==> src/rtl/pmt_pkg.sv <==
package pmt_pkg;
  localparam logic [15:0] SCI_SRC_MASK = 16'h0121;

  // one bit per byte lane 0..3 that an access of nbytes at offset off covers
  function automatic logic [3:0] lane_sel(input logic [1:0] off, input logic [2:0] nbytes);
    logic [3:0] s;
    for (int l = 0; l < 4; l++)
      s[l] = (l >= int'(off)) && ((l - int'(off)) < int'(nbytes));
    return s;
  endfunction

  function automatic logic [31:0] lane_align(input logic [31:0] d, input logic [1:0] off);
    return d << (8 * int'(off));
  endfunction

  function automatic logic [31:0] lane_extract(input logic [31:0] w, input logic [1:0] off,
                                               input logic [2:0] nbytes);
    logic [31:0] x;
    x = w >> (8 * int'(off));
    case (nbytes)
      3'd1:    return {24'h0, x[7:0]};
      3'd2:    return {16'h0, x[15:0]};
      default: return x;
    endcase
  endfunction

  function automatic logic evt_size_ok(input logic [2:0] nbytes);
    return (nbytes == 3'd1) || (nbytes == 3'd2) || (nbytes == 3'd4);
  endfunction
endpackage

==> src/rtl/pmt_tick_gen.sv <==
module pmt_tick_gen #(
  parameter bit          USE_EXT_TICK = 1'b0,
  parameter int          ACC_W        = 32,
  parameter logic [63:0] ACC_STEP     = 64'd61496115
) (
  input  logic clk,
  input  logic rst_n,
  input  logic ext_tick,
  output logic tick_o
);
  generate
    if (USE_EXT_TICK) begin : g_ext
      assign tick_o = ext_tick;
    end else begin : g_acc
      localparam logic [ACC_W-1:0] STEP = ACC_STEP[ACC_W-1:0];
      logic [ACC_W-1:0] acc;
      logic [ACC_W:0]   sum;
      assign sum    = {1'b0, acc} + {1'b0, STEP};
      assign tick_o = sum[ACC_W];
      always_ff @(posedge clk) begin
        if (!rst_n) acc <= '0;
        else        acc <= sum[ACC_W-1:0];
      end
    end
  endgenerate
endmodule

==> src/rtl/pmt_counter.sv <==
module pmt_counter #(
  parameter int TMR_W = 32
) (
  input  logic             clk,
  input  logic             rst_n,
  input  logic             tick_i,
  output logic [TMR_W-1:0] cnt_o,
  output logic             flip_o
);
  localparam int MSB = TMR_W - 1;
  logic [TMR_W-1:0] nxt;
  assign nxt    = cnt_o + 1'b1;
  assign flip_o = tick_i && (nxt[MSB] != cnt_o[MSB]);

  always_ff @(posedge clk) begin
    if (!rst_n)      cnt_o <= '0;
    else if (tick_i) cnt_o <= nxt;
  end

  // count advances by one per tick, holds otherwise
  a_r6_count_step: assert property (@(posedge clk) disable iff (!rst_n)
    tick_i |=> cnt_o == $past(cnt_o) + 1'b1);
  a_r6_count_hold: assert property (@(posedge clk) disable iff (!rst_n)
    !tick_i |=> $stable(cnt_o));
endmodule

==> src/rtl/pmt_evt_regs.sv <==
module pmt_evt_regs
  import pmt_pkg::*;
(
  input  logic        clk,
  input  logic        rst_n,
  input  logic        wr_en,
  input  logic [3:0]  lanes,
  input  logic [31:0] wdata_al,
  input  logic [15:0] set_i,
  output logic [15:0] sts_o,
  output logic [15:0] en_o,
  output logic        sci_o
);
  logic [31:0] wmask;
  logic [15:0] clr_mask;

  always_comb begin
    for (int l = 0; l < 4; l++)
      wmask[8*l +: 8] = {8{wr_en && lanes[l]}};
  end
  assign clr_mask = wdata_al[15:0] & wmask[15:0];

  always_ff @(posedge clk) begin
    if (!rst_n) begin
      sts_o <= '0;
      en_o  <= '0;
    end else begin
      sts_o <= (sts_o & ~clr_mask) | set_i;   // set wins
      en_o  <= (en_o & ~wmask[31:16]) | (wdata_al[31:16] & wmask[31:16]);
    end
  end

  assign sci_o = |(sts_o & en_o & SCI_SRC_MASK);

  // cleared bits are gone the next cycle unless set at the same time
  a_r4_w1c: assert property (@(posedge clk) disable iff (!rst_n)
    |(clr_mask & ~set_i) |=> (sts_o & $past(clr_mask & ~set_i)) == 16'h0);
  // set requests always land
  a_r12_set_lands: assert property (@(posedge clk) disable iff (!rst_n)
    |set_i |=> (sts_o & $past(set_i)) == $past(set_i));
  // enable moves only on a write
  a_r3_en_hold: assert property (@(posedge clk) disable iff (!rst_n)
    !wr_en |=> $stable(en_o));
endmodule

==> src/rtl/pm_event_timer.sv <==
module pm_event_timer
  import pmt_pkg::*;
#(
  parameter int               ADDR_W       = 16,
  parameter logic [ADDR_W-1:0] BASE_ADDR   = 16'h1F40,
  parameter int               TMR_W        = 32,
  parameter bit               USE_EXT_TICK = 1'b0,
  parameter int               ACC_W        = 32,
  parameter logic [63:0]      ACC_STEP     = 64'd61496115
) (
  input  logic              clk,
  input  logic              rst_n,
  input  logic              tmr_tick_i,
  input  logic [15:0]       hw_evt_set_i,
  input  logic              io_valid_i,
  input  logic [ADDR_W-1:0] io_addr_i,
  input  logic [2:0]        io_size_i,
  input  logic              io_write_i,
  input  logic [31:0]       io_wdata_i,
  output logic [31:0]       io_rdata_o,
  output logic              io_err_o,
  output logic              sci_o
);
  localparam logic [ADDR_W-1:0] WIN_BYTES = ADDR_W'(12);
  localparam logic [ADDR_W-1:0] TMR_OFF   = ADDR_W'(8);
  localparam logic [ADDR_W-1:0] EVT_BYTES = ADDR_W'(4);

  logic [ADDR_W-1:0] off;
  logic              in_win, is_evt, is_tmr, legal, evt_wr;
  logic [1:0]        boff;
  logic              tick, flip_evt;
  logic [TMR_W-1:0]  tmr_val;
  logic [15:0]       sts, en;
  logic [31:0]       rd_nxt;

  assign off    = io_addr_i - BASE_ADDR;
  assign boff   = off[1:0];
  assign in_win = off < WIN_BYTES;
  assign is_evt = in_win && (off < EVT_BYTES);
  assign is_tmr = off == TMR_OFF;
  assign legal  = is_evt ? evt_size_ok(io_size_i) : (is_tmr ? (io_size_i == 3'd4) : 1'b1);
  assign evt_wr = io_valid_i && io_write_i && is_evt && legal;

  pmt_tick_gen #(.USE_EXT_TICK(USE_EXT_TICK), .ACC_W(ACC_W), .ACC_STEP(ACC_STEP)) u_tick (
    .clk(clk), .rst_n(rst_n), .ext_tick(tmr_tick_i), .tick_o(tick));

  pmt_counter #(.TMR_W(TMR_W)) u_cnt (
    .clk(clk), .rst_n(rst_n), .tick_i(tick), .cnt_o(tmr_val), .flip_o(flip_evt));

  pmt_evt_regs u_evt (
    .clk(clk), .rst_n(rst_n), .wr_en(evt_wr),
    .lanes(lane_sel(boff, io_size_i)),
    .wdata_al(lane_align(io_wdata_i, boff)),
    .set_i(hw_evt_set_i | {15'h0, flip_evt}),
    .sts_o(sts), .en_o(en), .sci_o(sci_o));

  always_comb begin
    rd_nxt = '0;
    if (!io_write_i && legal) begin
      if (is_evt)      rd_nxt = lane_extract({en, sts}, boff, io_size_i);
      else if (is_tmr) rd_nxt = 32'(tmr_val);
    end
  end

  always_ff @(posedge clk) begin
    if (!rst_n) begin
      io_rdata_o <= '0;
      io_err_o   <= 1'b0;
    end else begin
      io_err_o <= io_valid_i && !legal;
      if (io_valid_i) io_rdata_o <= rd_nxt;
    end
  end

  // a top-bit change of the counter shows up in status bit 0
  a_r7_flip_sets_sts: assert property (@(posedge clk) disable iff (!rst_n)
    flip_evt |=> sts[0]);
  // an error response carries no data
  a_r10_err_zero_data: assert property (@(posedge clk) disable iff (!rst_n)
    io_err_o |-> io_rdata_o == 32'h0);
  // SCI can only rise after a write, a timer flip or a hardware set
  a_r5_sci_cause: assert property (@(posedge clk) disable iff (!rst_n)
    $rose(sci_o) |-> $past((io_valid_i && io_write_i) || flip_evt || (|hw_evt_set_i)));
  // an illegal access leaves the enable register alone
  a_r10_illegal_no_write: assert property (@(posedge clk) disable iff (!rst_n)
    (io_valid_i && !legal && !evt_wr) |=> $stable(en));
endmodule

==> config.mk <==
export PLATFORM = sky130hd
export DESIGN_NAME = pm_event_timer
export DESIGN_NICKNAME = d
export VERILOG_FILES = /design/src/rtl/pmt_pkg.sv /design/src/rtl/pmt_tick_gen.sv /design/src/rtl/pmt_counter.sv /design/src/rtl/pmt_evt_regs.sv /design/src/rtl/pm_event_timer.sv
export SDC_FILE = /design/constraint.sdc
export NUM_CORES = 1
export LEC_CHECK = 0
export BUFFER_PORTS_ARGS = -buffer_cell sky130_fd_sc_hd__buf_2
export CORE_MARGIN = 4
export CORE_UTILIZATION = 50
export CTS_BUF_LIST = sky130_fd_sc_hd__clkbuf_4
export CTS_CLUSTER_SIZE = 16
export DETAILED_ROUTE_END_ITERATION = 10
export PLACE_DENSITY_LB_ADDON = 0.12
export SETUP_SLACK_MARGIN = 0.05
export SKIP_LAST_GASP = 1
export SLEW_MARGIN = 10
export SYNTH_ARGS = -nofsm -noshare
export SYNTH_HDL_FRONTEND = slang
export SYNTH_HIERARCHICAL = 1
export SYNTH_SLANG_ARGS = --single-unit
==> constraint.sdc <==
create_clock -name clk -period 2.85 [get_ports clk]
set_clock_uncertainty 0.05 [all_clocks]
set_input_delay 0.57 -clock clk [delete_from_list [all_inputs] [get_ports clk]]
set_output_delay 0.57 -clock clk [all_outputs]
set_load 0.01 [all_outputs]
; ---- Word-level counts from Yosys, hierarchy flattened
; Cells that the tools add are included.
[op_classes]
add_sub_neg = 7
order_cmp = 9
eq_ne = 5
shift = 2
mux = 6
bitwise_logic = 10
reduce_logical = 19
[op_table]
columns = op, n
row1 = 32-bit two-way mux, 3
row2 = 16-bit AND, 4
row3 = 32-bit case mux with 2 select lines, 1
row4 = 32-bit by 26-bit adder with 33-bit output (second input constant), 1
row5 = 32-bit by 1-bit adder with 32-bit output (second input constant), 1
row6 = 16-bit NOT, 2
row7 = 16-bit bitwise OR, 2
row8 = 32-bit by 5-bit << shifter with 32-bit output, 1
row9 = 32-bit by 5-bit >> shifter with 32-bit output, 1
row10 = 16-bit by 4-bit equality test with 1-bit output (second input constant), 1
row11 = 16-bit by 3-bit less-than comparator with 1-bit output (second input constant), 1
row12 = 16-bit by 4-bit less-than comparator with 1-bit output (second input constant), 1
row13 = 3-bit by 4-bit less-than comparator with 1-bit output, 4
row14 = 16-bit by 1-bit bitwise OR with 16-bit output, 1
row15 = 16-bit by 13-bit subtractor with 16-bit output (second input constant), 1
row16 = 1-bit logical AND, 14
row17 = 9-bit AND, 1
row18 = 1-bit by 2-bit subtractor with 3-bit output (first input constant), 2
row19 = 2-bit by 2-bit subtractor with 3-bit output (first input constant), 2
row20 = 1-bit by 2-bit greater-or-equal comparator with 1-bit output (first input constant), 2
row21 = 3-bit by 1-bit equality test with 1-bit output (second input constant), 1
row22 = 3-bit by 2-bit equality test with 1-bit output (second input constant), 1
row23 = 3-bit equality test (second input constant), 1
row24 = 3-bit OR reduction, 1
row25 = other kinds (5), 8
[totals]
ff_bits = 129
in_bits = 72
out_inout_bits = 34
wordCells = 64

; ---- Logic depth before layout (Yosys ltp)
[logic_depth]
ltp_word = 10
ltp_mapped = 15
ltp_nobuf = 13

; ---- Cells and area by module
; The synthesis kept the hierarchy.
[modules_own_cells]
columns = module, n_inst, cells_per_inst, area_per_inst_um2
row1 = pm_event_timer, 1, 344, 2661.3
row2 = pmt_tick_gen, 1, 206, 1754.2
row3 = pmt_counter, 1, 181, 1539.0
row4 = pmt_evt_regs, 1, 147, 1328.8

; ---- Worst setup path before layout
; Ideal clock, no wire load.
[synth_path]
kind = flip-flop to flip-flop
from = reg u_tick.g_acc.acc[0]
to = reg u_cnt.cnt_o[24]
setup_ps = 71
arrival_ps = 2917
slack_ps = -188
path_stages_with_launch = 13
path_buffers = 1
path_cell_list = dfxtp_1 > inv_1 > ha_1 > and3b_1 > o211ai_2 > a21o_1 > a21o_1 > a21oi_1 > buf_2 > nand4_2 > or4_1 > or4_1 > a21oi_1
[synth_between]
elab_chain_len = 1
[synth_lines]
columns = element, line
row1 = "start, declared", pmt_tick_gen.sv:16  ; logic [ACC_W-1:0] acc;
row2 = "start signal, assigned", pmt_tick_gen.sv:22  ; else acc <= sum[ACC_W-1:0];
row3 = 32-bit by 26-bit adder with 33-bit output, pmt_tick_gen.sv:18  ; assign sum = {1'b0, acc} + {1'b0, STEP};
row4 = via tick, pm_event_timer.sv:31  ; logic tick, flip_evt;
row5 = "end signal, assigned", pmt_counter.sv:17  ; else if (tick_i) cnt_o <= nxt;
row6 = "end, declared", pmt_counter.sv:7  ; output logic [TMR_W-1:0] cnt_o,
; The timed path passes the listed nets, and every way through them passes these cells.
; A chain may end at the register's enable or synchronous reset.

; ---- Final worst setup path
[layout_path]
from = reg u_tick.g_acc.acc[1]
to = reg u_cnt.cnt_o[24]
; The elaborated chain is that of the path after synthesis.

==> results.yml <==
run_status:
  status: "finished clean"
place:
  portBuffers: 104
  gp_congestion: 0.8490
  place_area_mm2: 0.008154
  hpwl_um: 14820
detailed_routing:
  drc: 0
  wl_met3_um: 1234
  wl_met1_um: 9514
  ant_nets: 0
  drt_iter0_drc: 514
  wl_um: 20100
  top_layer: "met4"
  routedWlPerCell_um: 16.79
  vias: 6889
  met2_wirelength_um: 8985
  drtPass1Iterations: 5
  viasPerCell: 5.755
clocking:
  clock_latency_ns: 0.55
  clock_path_buffers: 2
  root_buffer: "clkbuf_4"
  clock_sinks: 129
  htree_levels: 4
  cts_buffers: 17
  ctsHoldBuffers: 0
  cts_tree: "built"
  path_clk_slew_ns: 0.11
power_and_ir_drop:
  comb_power_share_pct: 20.9
  ir_worst_vdd_mv: 0.2240
  power_density_mw_per_mm2: 499.5
  seqPwrFrac_pct: 47.4
  power_switching_mw: 1.281
  swShare_pct: 29.84
  clkPwrFrac_pct: 31.7
  p_int_mw: 3.012
  p_leak_nw: 3.410
global_routing:
  grt_start_max_net_pins: 59
  antenna_found_initial: 1
  grt-ovfl-total: 0
  grt_pass1_vias: 6318
  grt_usage_pct: 24.44
  grt_pass1_wl_um: 32370
logic_synthesis:
  syn_nets: 960
  synthXorXnorAreaFrac_pct: 2.766
  synth_area_mm2: 0.007283
  synth.ff_latch_count: 129
  async_flop_share_pct: 0
  synthMuxAreaShare_pct: 7.026
  yosysWarnings: 6
  synth-compound-area-share_pct: 23.64
  syn_avg_cell_area_um2: 8.295
  synth_top_area_share_pct: 35.46
  synthMostInstantiatedCell: "dfxtp_1"
  synth_edf_count: 0
  synth_commonest_cells: "dfxtp_1 (129), nand2_1 (104), nor2_1 (60)"
  synth_top_family_by_area: "compound AO/OA/AOI/OAI gates"
  seq_area_frac_synth_pct: 35.46
  yosys.area_share.simple_pct: 23.12
  ys_top_cells_by_area: "dfxtp_1 (35%), mux2i_1 (5.6%), nand2_1 (5.4%)"
  synth_fa_ha_area_share_pct: 1.718
  synth_cell_types: 72
  syn_inst: 878
  yosysTopAreaCell: "dfxtp_1"
  synthFlopType: "dfxtp_1"
worst_setup_path:
  required_ns: 3.29
  cp_max_fo: 5
  reg2reg_slack_ns: 0.03
  endpoint_kind: "register"
  r2r_end: "u_cnt/cnt_o[24]$_SDFFE_PN0P_"
  critPathLaunchType: "register"
  r2r_start: "u_tick/g_acc.acc[1]$_SDFF_PN0_"
  r2r_cells: 11
  worstSetupPathType: "register to register"
  critPathArrivalTime_ns: 3.26
worst_hold_path:
  hold_start: "hw_evt_set_i[3]"
  hold_path_depth: 3
  hp-class: "input port to register"
  min_to: "u_evt/sts_o[3]$_SDFF_PN0_"
layout:
  multi_input_area_mm2: 0.004353
  drive_above_1_share_pct: 25.98
  stdcell_area_mm2: 0.008594
  regArea_mm2: 0.002585
  fillers: 1331
  syn_to_final_growth_pct: 18.00
  nNetsFinal: 1085
sta:
  drv_slew: 0
  post-route-period-util_pct: 99.02
  rsz0062_at_grt: "true"
  fin_hold_ws_ns: 0.2284
  min_period_ns: 2.822
  max_slew_margin_pct: 55.39
  worstMarginPinSlew_ns: 0.6651
  setup_violations: 0
  max_freq_mhz: 354.4
  finalHoldViolations: 0
floorplanning:
  die_x_um: 128.7
  ios: 106
  row_count: 43
  core_mm2: 0.01410
  fp.dieH_um: 128.7
  initial_utilization_pct: 51.67
  dieArea_mm2: 0.01656
job:
  cap_violations: 0
==> final cells by class <==
| type | count | area share [%] |
|---|---|---|
| clock buffer | 18 | 1.572 |
| tap | 180 | 2.620 |
| clock inverter | 14 | 1.980 |
| antenna | 1 | 0.02912 |
| inverter | 34 | 1.485 |
| timing repair buffer | 163 | 11.59 |
| multi-input combinational | 658 | 50.65 |
| sequential | 129 | 30.08 |
==> cells in the final DEF, fill, tap and decap left out, types with 11 or more instances in the layout <==
cell type,instances
dfxtp_1,127
nand2_1,104
buf_2,104
nor2_1,60
buf_4,55
a21oi_1,46
o21ai_0,42
mux2i_1,41
o21ai_1,37
inv_1,31
nand4_1,28
a22oi_1,24
clkbuf_4,18
a31oi_1,18
nand3_1,16
o21ai_2,16
or4_1,13
nand2b_1,12
xor2_1,12
a211oi_1,11
and2_1,11
xnor2_1,11
o31ai_1,11
==> per-stage QoR <==
stage	TNS, ns	worst slack [ns]	power [mW]	std cells	util [%]
after floorplan	-0.1575	-0.09805	2.665	878	-
after global placement	-0.3323	-0.1061	2.947	1157	57.85
after detailed placement	-0.5920	-0.1388	2.952	1157	57.85
after CTS	-0.003888	-0.003888	4.319	1194	60.40
after global routing	-0.4991	-0.07827	4.525	1197	60.97
final	0	0.02804	4.293	1197	60.97
==> cells by family (layout without fill, tap and decap cells) <==
group                      after synthesis  in the layout
muxes                                   50             50
DFF                                    129            129
adders and majority gates               10             10
AOI/OAI and AO/OA                      251            251
and+or+nand+nor                        324            324
buffers and inverters                   91            229
xor gates and xnor gates                23             23
other                                    0              1
==> worst max-delay path by stage <==
stage,startpoint,end,slack (ns),depth (start not counted)
floorplan,u_tick/g_acc.acc[0]$_SDFF_PN0_,u_cnt/cnt_o[31]$_SDFFE_PN0P_,-0.1,13
global placement,u_tick/g_acc.acc[1]$_SDFF_PN0_,u_cnt/cnt_o[27]$_SDFFE_PN0P_,-0.11,12
detailed placement,u_tick/g_acc.acc[1]$_SDFF_PN0_,u_cnt/cnt_o[27]$_SDFFE_PN0P_,-0.14,12
CTS,u_tick/g_acc.acc[1]$_SDFF_PN0_,u_cnt/cnt_o[24]$_SDFFE_PN0P_,-0.004,11
global route,u_tick/g_acc.acc[1]$_SDFF_PN0_,u_evt/sts_o[0]$_SDFF_PN0_,-0.08,14
finish,u_tick/g_acc.acc[1]$_SDFF_PN0_,u_cnt/cnt_o[24]$_SDFFE_PN0P_,0.03,11
==> worst max-delay path: stages, from the launching register on <==
cell	delay [ns]
dfxtp_2	0.35
inv_2	0.04
ha_4	0.15
and3b_1	0.22
o211ai_2	0.09
a21o_1	0.21
a21o_1	0.19
a21oi_4	0.16
nand4_4	0.12
or4_4	0.55
or4_1	0.48
a21oi_1	0.14
==> per-layer routing <==
layer	track usage, %	vias up
met4	7.165	0
met2	36.95	216
met1	35.42	3201
met3	4.815	25
met5	0	-
li1	-	3447
==> power groups by stage <==
stage	logic, mW	registers, mW	clock network (mW)
after CTS	0.889	2.03	1.40
final	0.899	2.03	1.36
after global routing	1.00	2.06	1.47
after detailed placement	0.881	2.07	0
after global placement	0.875	2.07	0
after floorplan	0.613	2.05	0
==> repair_timing <==
item | CTS | global route
gates resized for setup | 4 | 15
endpoints found under the setup margin | 13 | 19
pin swaps | 4 | 3
buffers inserted | 5 | 2
(Power assumes the default switching activity.)
